**src/rtl/qbs_pkg.sv**
```systemverilog
package qbs_pkg;

    localparam int DRAW_W     = 4;
    localparam int DRAW_LIMIT = 10;

    typedef enum logic [1:0] {
        ST_IDLE     = 2'd0,
        ST_SEEDED   = 2'd1,
        ST_FEED     = 2'd2,
        ST_FALLBACK = 2'd3
    } seq_state_e;

    // Map a raw nibble into 0..9 without rejection (used by the fallback path).
    function automatic logic [DRAW_W-1:0] fold_nibble(input logic [DRAW_W-1:0] v);
        if (v >= DRAW_W'(DRAW_LIMIT))
            return v - DRAW_W'(16 - DRAW_LIMIT);
        return v;
    endfunction

endpackage

```
**src/rtl/qbs_draw_collect.sv**
```systemverilog
module qbs_draw_collect
    import qbs_pkg::*;
(
    input  logic clk,
    input  logic rst_n,
    input  logic clear,
    input  logic fb_valid,
    input  logic fb_bit,
    input  logic consume,
    output logic draw_ready,
    output logic draw_is_zero
);

    localparam int NB_W = $clog2(DRAW_W);

    logic [DRAW_W-2:0] shreg_q;
    logic [NB_W-1:0]   nbits_q;
    logic              ready_q;
    logic              zero_q;
    logic [DRAW_W-1:0] full_draw;

    assign full_draw = {shreg_q, fb_bit};

    always_ff @(posedge clk or negedge rst_n) begin
        if (!rst_n) begin
            shreg_q <= '0;
            nbits_q <= '0;
            ready_q <= 1'b0;
            zero_q  <= 1'b0;
        end else if (clear) begin
            shreg_q <= '0;
            nbits_q <= '0;
            ready_q <= 1'b0;
            zero_q  <= 1'b0;
        end else begin
            if (consume)
                ready_q <= 1'b0;
            if (fb_valid && !ready_q) begin
                if (nbits_q == NB_W'(DRAW_W - 1)) begin
                    nbits_q <= '0;
                    if (full_draw < DRAW_W'(DRAW_LIMIT)) begin
                        ready_q <= 1'b1;
                        zero_q  <= (full_draw == '0);
                    end
                end else begin
                    shreg_q <= {shreg_q[DRAW_W-3:0], fb_bit};
                    nbits_q <= nbits_q + NB_W'(1);
                end
            end
        end
    end

    assign draw_ready   = ready_q;
    assign draw_is_zero = zero_q;

endmodule

```
**src/rtl/qbs_lfsr.sv**
```systemverilog
module qbs_lfsr #(
    parameter int               SEED_W = 16,
    parameter logic [SEED_W-1:0] TAPS  = 16'hB400
) (
    input  logic              clk,
    input  logic              rst_n,
    input  logic              load,
    input  logic [SEED_W-1:0] seed,
    input  logic              step,
    output logic [SEED_W-1:0] nxt
);

    logic [SEED_W-1:0] state_q;

    always_comb begin
        nxt = state_q >> 1;
        if (state_q[0])
            nxt = nxt ^ TAPS;
    end

    always_ff @(posedge clk or negedge rst_n) begin
        if (!rst_n)
            state_q <= SEED_W'(1);
        else if (load)
            state_q <= (seed == '0) ? SEED_W'(1) : seed;
        else if (step)
            state_q <= nxt;
    end

endmodule

```
**src/rtl/qbs_tag_delay.sv**
```systemverilog
module qbs_tag_delay #(
    parameter int MAX_LAT = 15,
    parameter int LAT_W   = $clog2(MAX_LAT + 1)
) (
    input  logic             clk,
    input  logic             rst_n,
    input  logic             tag_in,
    input  logic [LAT_W-1:0] lat,
    output logic             tag_out
);

    logic [LAT_W-1:0] lat_eff;
    assign lat_eff = (lat > LAT_W'(MAX_LAT)) ? LAT_W'(MAX_LAT) : lat;

    generate
        if (MAX_LAT == 0) begin : g_none
            assign tag_out = tag_in;
        end else if (MAX_LAT == 1) begin : g_single
            logic hist_q;
            always_ff @(posedge clk or negedge rst_n) begin
                if (!rst_n) hist_q <= 1'b0;
                else        hist_q <= tag_in;
            end
            assign tag_out = (lat_eff == '0) ? tag_in : hist_q;
        end else begin : g_line
            logic [MAX_LAT-1:0] hist_q;
            always_ff @(posedge clk or negedge rst_n) begin
                if (!rst_n) hist_q <= '0;
                else        hist_q <= {hist_q[MAX_LAT-2:0], tag_in};
            end
            assign tag_out = (lat_eff == '0) ? tag_in : hist_q[lat_eff - LAT_W'(1)];
        end
    endgenerate

endmodule

```
**src/rtl/qbs_frame_count.sv**
```systemverilog
module qbs_frame_count #(
    parameter int CNT_W = 16
) (
    input  logic             clk,
    input  logic             rst_n,
    input  logic             slot_start,
    input  logic             slot_check,
    input  logic             frame_start,
    output logic [CNT_W-1:0] frame_checks,
    output logic [CNT_W-1:0] frame_slots,
    output logic             frame_done
);

    localparam logic [CNT_W-1:0] CNT_MAX = '1;

    logic [CNT_W-1:0] run_slots_q, run_checks_q;
    logic [CNT_W-1:0] snap_slots_q, snap_checks_q;
    logic             done_q;

    always_ff @(posedge clk or negedge rst_n) begin
        if (!rst_n) begin
            run_slots_q   <= '0;
            run_checks_q  <= '0;
            snap_slots_q  <= '0;
            snap_checks_q <= '0;
            done_q        <= 1'b0;
        end else begin
            done_q <= frame_start;
            if (frame_start) begin
                snap_slots_q  <= run_slots_q;
                snap_checks_q <= run_checks_q;
                run_slots_q   <= CNT_W'(slot_start);
                run_checks_q  <= CNT_W'(slot_start && slot_check);
            end else if (slot_start) begin
                if (run_slots_q != CNT_MAX)
                    run_slots_q <= run_slots_q + CNT_W'(1);
                if (slot_check && run_checks_q != CNT_MAX)
                    run_checks_q <= run_checks_q + CNT_W'(1);
            end
        end
    end

    assign frame_checks = snap_checks_q;
    assign frame_slots  = snap_slots_q;
    assign frame_done   = done_q;

endmodule

```
**src/rtl/basis_sequencer.sv**
```systemverilog
module basis_sequencer
    import qbs_pkg::*;
#(
    parameter int CLK_HZ        = 50_000_000,
    parameter int SWITCH_HZ     = 250_000,
    parameter int SLOT_CYCLES   = CLK_HZ / SWITCH_HZ,
    parameter int DAC_W         = 12,
    parameter int HALFWAVE_CODE = 3000,
    parameter int SEED_W        = 16,
    parameter logic [SEED_W-1:0] LFSR_TAPS = 16'hB400,
    parameter int MAX_LAT       = 15,
    parameter int LAT_W         = $clog2(MAX_LAT + 1),
    parameter int CNT_W         = 16
) (
    input  logic              clk,
    input  logic              rst_n,
    input  logic              seed_load,
    input  logic [SEED_W-1:0] seed_word,
    input  logic              fb_valid,
    input  logic              fb_bit,
    input  logic              frame_start,
    input  logic [LAT_W-1:0]  tag_lat,
    output logic [DAC_W-1:0]  dac_code,
    output logic              check_basis,
    output logic              sample_tag,
    output logic              fallback_active,
    output logic [CNT_W-1:0]  frame_checks,
    output logic [CNT_W-1:0]  frame_slots,
    output logic              frame_done
);

    localparam int              SLOT_CNT_W = (SLOT_CYCLES > 1) ? $clog2(SLOT_CYCLES) : 1;
    localparam logic [SLOT_CNT_W-1:0] SLOT_LAST = SLOT_CNT_W'(SLOT_CYCLES - 1);
    localparam logic [DAC_W-1:0] CHECK_CODE = DAC_W'(HALFWAVE_CODE / 2);

    seq_state_e              state_q, state_d;
    logic [SLOT_CNT_W-1:0]   slot_cnt_q;
    logic                    basis_q, basis_d;
    logic [DAC_W-1:0]        dac_q;

    logic                    boundary;
    logic                    draw_ready, draw_is_zero;
    logic                    consume, lfsr_step;
    logic [SEED_W-1:0]       lfsr_nxt;
    logic                    lfsr_check;
    logic                    slot_start;

    // ---- sub-blocks -------------------------------------------------------
    qbs_draw_collect u_draw (
        .clk          (clk),
        .rst_n        (rst_n),
        .clear        (seed_load),
        .fb_valid     (fb_valid),
        .fb_bit       (fb_bit),
        .consume      (consume),
        .draw_ready   (draw_ready),
        .draw_is_zero (draw_is_zero)
    );

    qbs_lfsr #(.SEED_W(SEED_W), .TAPS(LFSR_TAPS)) u_lfsr (
        .clk   (clk),
        .rst_n (rst_n),
        .load  (seed_load),
        .seed  (seed_word),
        .step  (lfsr_step),
        .nxt   (lfsr_nxt)
    );

    assign lfsr_check = (fold_nibble(lfsr_nxt[DRAW_W-1:0]) == '0);

    // ---- slot timing --------------------------------------------------------
    assign boundary   = (state_q != ST_IDLE) && (slot_cnt_q == SLOT_LAST);
    assign consume    = boundary && draw_ready && !seed_load;
    assign lfsr_step  = boundary && !draw_ready && !seed_load;
    assign slot_start = seed_load || boundary;

    always_ff @(posedge clk or negedge rst_n) begin
        if (!rst_n)
            slot_cnt_q <= '0;
        else if (slot_start || state_q == ST_IDLE)
            slot_cnt_q <= '0;
        else
            slot_cnt_q <= slot_cnt_q + SLOT_CNT_W'(1);
    end

    // ---- next-state and next-basis logic -------------------------------------
    always_comb begin
        state_d = state_q;
        basis_d = basis_q;
        unique case (state_q)
            ST_IDLE: begin
                if (seed_load) begin
                    state_d = ST_SEEDED;
                    basis_d = seed_word[0];
                end
            end
            ST_SEEDED, ST_FEED, ST_FALLBACK: begin
                if (seed_load) begin
                    state_d = ST_SEEDED;
                    basis_d = seed_word[0];
                end else if (boundary && draw_ready) begin
                    state_d = ST_FEED;
                    basis_d = draw_is_zero;
                end else if (boundary) begin
                    state_d = ST_FALLBACK;
                    basis_d = lfsr_check;
                end
            end
            default: begin
                state_d = ST_IDLE;
                basis_d = 1'b0;
            end
        endcase
    end

    // ---- state register ------------------------------------------------------
    always_ff @(posedge clk or negedge rst_n) begin
        if (!rst_n)
            state_q <= ST_IDLE;
        else
            state_q <= state_d;
    end

    // ---- output registers ----------------------------------------------------
    always_ff @(posedge clk or negedge rst_n) begin
        if (!rst_n) begin
            basis_q <= 1'b0;
            dac_q   <= '0;
        end else begin
            basis_q <= basis_d;
            dac_q   <= basis_d ? CHECK_CODE : '0;
        end
    end

    assign check_basis     = basis_q;
    assign dac_code        = dac_q;
    assign fallback_active = (state_q == ST_FALLBACK);

    qbs_tag_delay #(.MAX_LAT(MAX_LAT), .LAT_W(LAT_W)) u_tag (
        .clk     (clk),
        .rst_n   (rst_n),
        .tag_in  (basis_q),
        .lat     (tag_lat),
        .tag_out (sample_tag)
    );

    qbs_frame_count #(.CNT_W(CNT_W)) u_cnt (
        .clk          (clk),
        .rst_n        (rst_n),
        .slot_start   (slot_start),
        .slot_check   (basis_d),
        .frame_start  (frame_start),
        .frame_checks (frame_checks),
        .frame_slots  (frame_slots),
        .frame_done   (frame_done)
    );

endmodule

```
**config.mk**
```make
export PLATFORM = sky130hd
export DESIGN_NAME = basis_sequencer
export DESIGN_NICKNAME = d
export VERILOG_FILES = /design/src/rtl/qbs_pkg.sv /design/src/rtl/qbs_draw_collect.sv /design/src/rtl/qbs_lfsr.sv /design/src/rtl/qbs_tag_delay.sv /design/src/rtl/qbs_frame_count.sv /design/src/rtl/basis_sequencer.sv
export SDC_FILE = /design/constraint.sdc
export NUM_CORES = 1
export LEC_CHECK = 0
export BUFFER_PORTS_ARGS = -buffer_cell sky130_fd_sc_hd__buf_2
export CAP_MARGIN = 10
export CORE_UTILIZATION = 30
export CTS_BUF_LIST = sky130_fd_sc_hd__clkbuf_4 sky130_fd_sc_hd__clkbuf_8
export DETAILED_ROUTE_END_ITERATION = 12
export PLACE_DENSITY = 0.44
export SLEW_MARGIN = 10
export SYNTH_ARGS = -nofsm -noshare
export SYNTH_HDL_FRONTEND = slang
export SYNTH_HIERARCHICAL = 1
export SYNTH_SLANG_ARGS = --single-unit
```
**constraint.sdc**
```tcl
create_clock -name clk -period 9.9 [get_ports clk]
set_clock_uncertainty 0.1 [all_clocks]
set_input_delay 2.97 -clock clk [delete_from_list [all_inputs] [get_ports clk]]
set_output_delay 2.97 -clock clk [all_outputs]
set_load 0.01 [all_outputs]
```
==> results.sh <==
export IMPL_antenna_found_initial=0
export IMPL_slew_headroom_pct=38.5
export IMPL_wl_um=11200
export IMPL_end_kind="output port"
export IMPL_ioPinCount=74
export IMPL_htreeDepth=4
export IMPL_portBuffers=68
export IMPL_period_needed_ns=7.68
export IMPL_detail_route_wl_per_cell_um=14.4
export IMPL_ant_nets=0
export IMPL_initial_core_util_pct=31.1
export IMPL_vias=3852
export IMPL_grt_usage_pct=13.1
export IMPL_rsz0062_at_grt="false"
export IMPL_hold_buffers=0
export IMPL_clock_sinks=114
export IMPL_required_ns=6.83
export IMPL_grt_pass1_wl_um=18700
export IMPL_nNetsFinal=575
export IMPL_cts_made_buffers=17
export IMPL_avgSynthCellArea_um2=11.3
export IMPL_drtIter0Drc=226
export IMPL_cap_violations=0
export IMPL_first_global_vias=3684
export IMPL_fmax_ghz=0.130
export IMPL_cp_max_fo=7
export IMPL_overflow=0
export IMPL_gp_congestion=0.750
export IMPL_peakVddDrop_mv=0.0776
export IMPL_critPathKind="input port to output port"
export IMPL_post_cts_buffers=0
export IMPL_synthCells=483
export IMPL_area_delta_synth_final_pct=14.9
export IMPL_layout_common_cells="113 x dfrtp_1, 67 x buf_2, 34 x nor2_1, 34 x nand2_1, 34 x mux2_2"
export IMPL_setup_tns_final_ns=0
export IMPL_routed_via_density=4.94
export IMPL_drc=0
export IMPL_critPathLaunchType="input port"
export IMPL_holdCritPathClass="flop to flop"
export IMPL_rows=48
export IMPL_yosysWarnings=6
export IMPL_finalCritPeriodShare_pct=77.6
export IMPL_cts_resized=0
export IMPL_worst_pin_slew_ns=0.923
export IMPL_worstPathArrival_ns=4.61
export IMPL_die_x_um=137
export IMPL_finalHoldViolCount=0
export IMPL_hpwl_um=7460
export IMPL_netlist_area_um2=5450
export IMPL_grt_max_degree=72
export IMPL_outcome="finished clean"
export IMPL_cts_max_path_buffers=2
export IMPL_fin_ws_ns=2.22
export IMPL_holdWs_ns=0.268
export IMPL_fp_dieH_um=137
export IMPL_insertion_delay_ns=0.43
export IMPL_drive_above_1_share_pct=27.7
export IMPL_cts_tree="done"
export IMPL_slew_viol_final=0
export IMPL_core_area_um2=17500
export IMPL_die_area_um2=18700
export IMPL_firstDrtPassIters=5
export IMPL_final_common_cell="dfrtp_1"
export IMPL_finalSetupViolCount=0
export IMPL_place_ws_ns=2.25
export IMPL_cts_root_buf="clkbuf_8"
export IMPL_cellPowerDensity_nw_per_um2=156
export IMPL_leakage_nw=2.84
export IMPL_cts_reportedPaths_clkPinSlew_ns=0.06
export IMPL_antenna_cells=0
[report_power, final]
| group | internal, mW | leakage [nW] | switching (mW) | total, mW |
|---|---|---|---|---|
| combinational | 0.0321 | 1.13 | 0.0443 | 0.0764 |
| sequential | 0.485 | 1.51 | 0.0147 | 0.500 |
| clock | 0.218 | 0.201 | 0.180 | 0.398 |
[worst paths after layout]
| kind | startpoint | endpoint | slack, ns | cells past startpoint |
|---|---|---|---|---|
| max | tag_lat[0] | sample_tag | 2.22 | 8 |
| min | u_tag/g_line.hist_q[2] | u_tag/g_line.hist_q[3] | 0.27 | 0 |
| max reg2reg | slot_cnt_q[0] | u_cnt/run_checks_q[15] | 6.76 | 9 |
| min reg2reg | u_tag/g_line.hist_q[2] | u_tag/g_line.hist_q[3] | 0.27 | 0 |
| max in group asynchronous | rst_n | u_cnt/frame_slots[0] | 5.93 | 2 |
| min in group asynchronous | rst_n | u_lfsr/state_q[15] | 2.42 | 1 |
[cell type report]
type | count | area [µm²]
Sequential cell | 114 | 2850
Inverter | 10 | 37.5
Clock buffer | 27 | 340
Tap cell | 225 | 282
Multi-Input combinational cell | 328 | 2360
Clock inverter | 5 | 25.0
Timing Repair Buffer | 71 | 365
Fill cell | 1780 | 11300
[worst max-delay path, stage by stage]
cell and delay (ns):
buf_2 0.17, inv_1 0.10, ha_1 0.38, mux4_1 0.30
mux2_2 0.27, o311ai_1 0.11, o311ai_1 0.15, buf_2 0.16
[per-layer routing]
metal / global-route usage (%) / share of wire (%)
met4: 6.53 / 1.3
met3: 3.89 / 3.6
met1: 17.0 / 49
met2: 19.7 / 46
met5: 0 / 0
[flip-flops by register name, indices dropped and copies added, names as in the netlist]
register	cells
dac_code	1
slot_cnt_q	8
state_q	2
u_cnt/frame_checks	16
u_cnt/frame_done	1
u_cnt/frame_slots	16
u_cnt/run_checks_q	16
u_cnt/run_slots_q	16
u_draw/draw_is_zero	1
u_draw/draw_ready	1
u_draw/nbits_q	2
u_draw/shreg_q	3
u_lfsr/state_q	16
u_tag/g_line.hist_q	15
[per-stage QoR]
step	total power, mW	instances	utilization (%)	area [µm²]
after floorplan	0.558	487	-	5470
after global placement	0.584	748	33.6	5890
after detailed placement	0.587	748	33.6	5890
after CTS	0.996	780	35.7	6260
after global routing	1.03	780	35.7	6260
final	0.975	780	35.7	6260
Note: power is estimated with default switching activity, not from simulation.
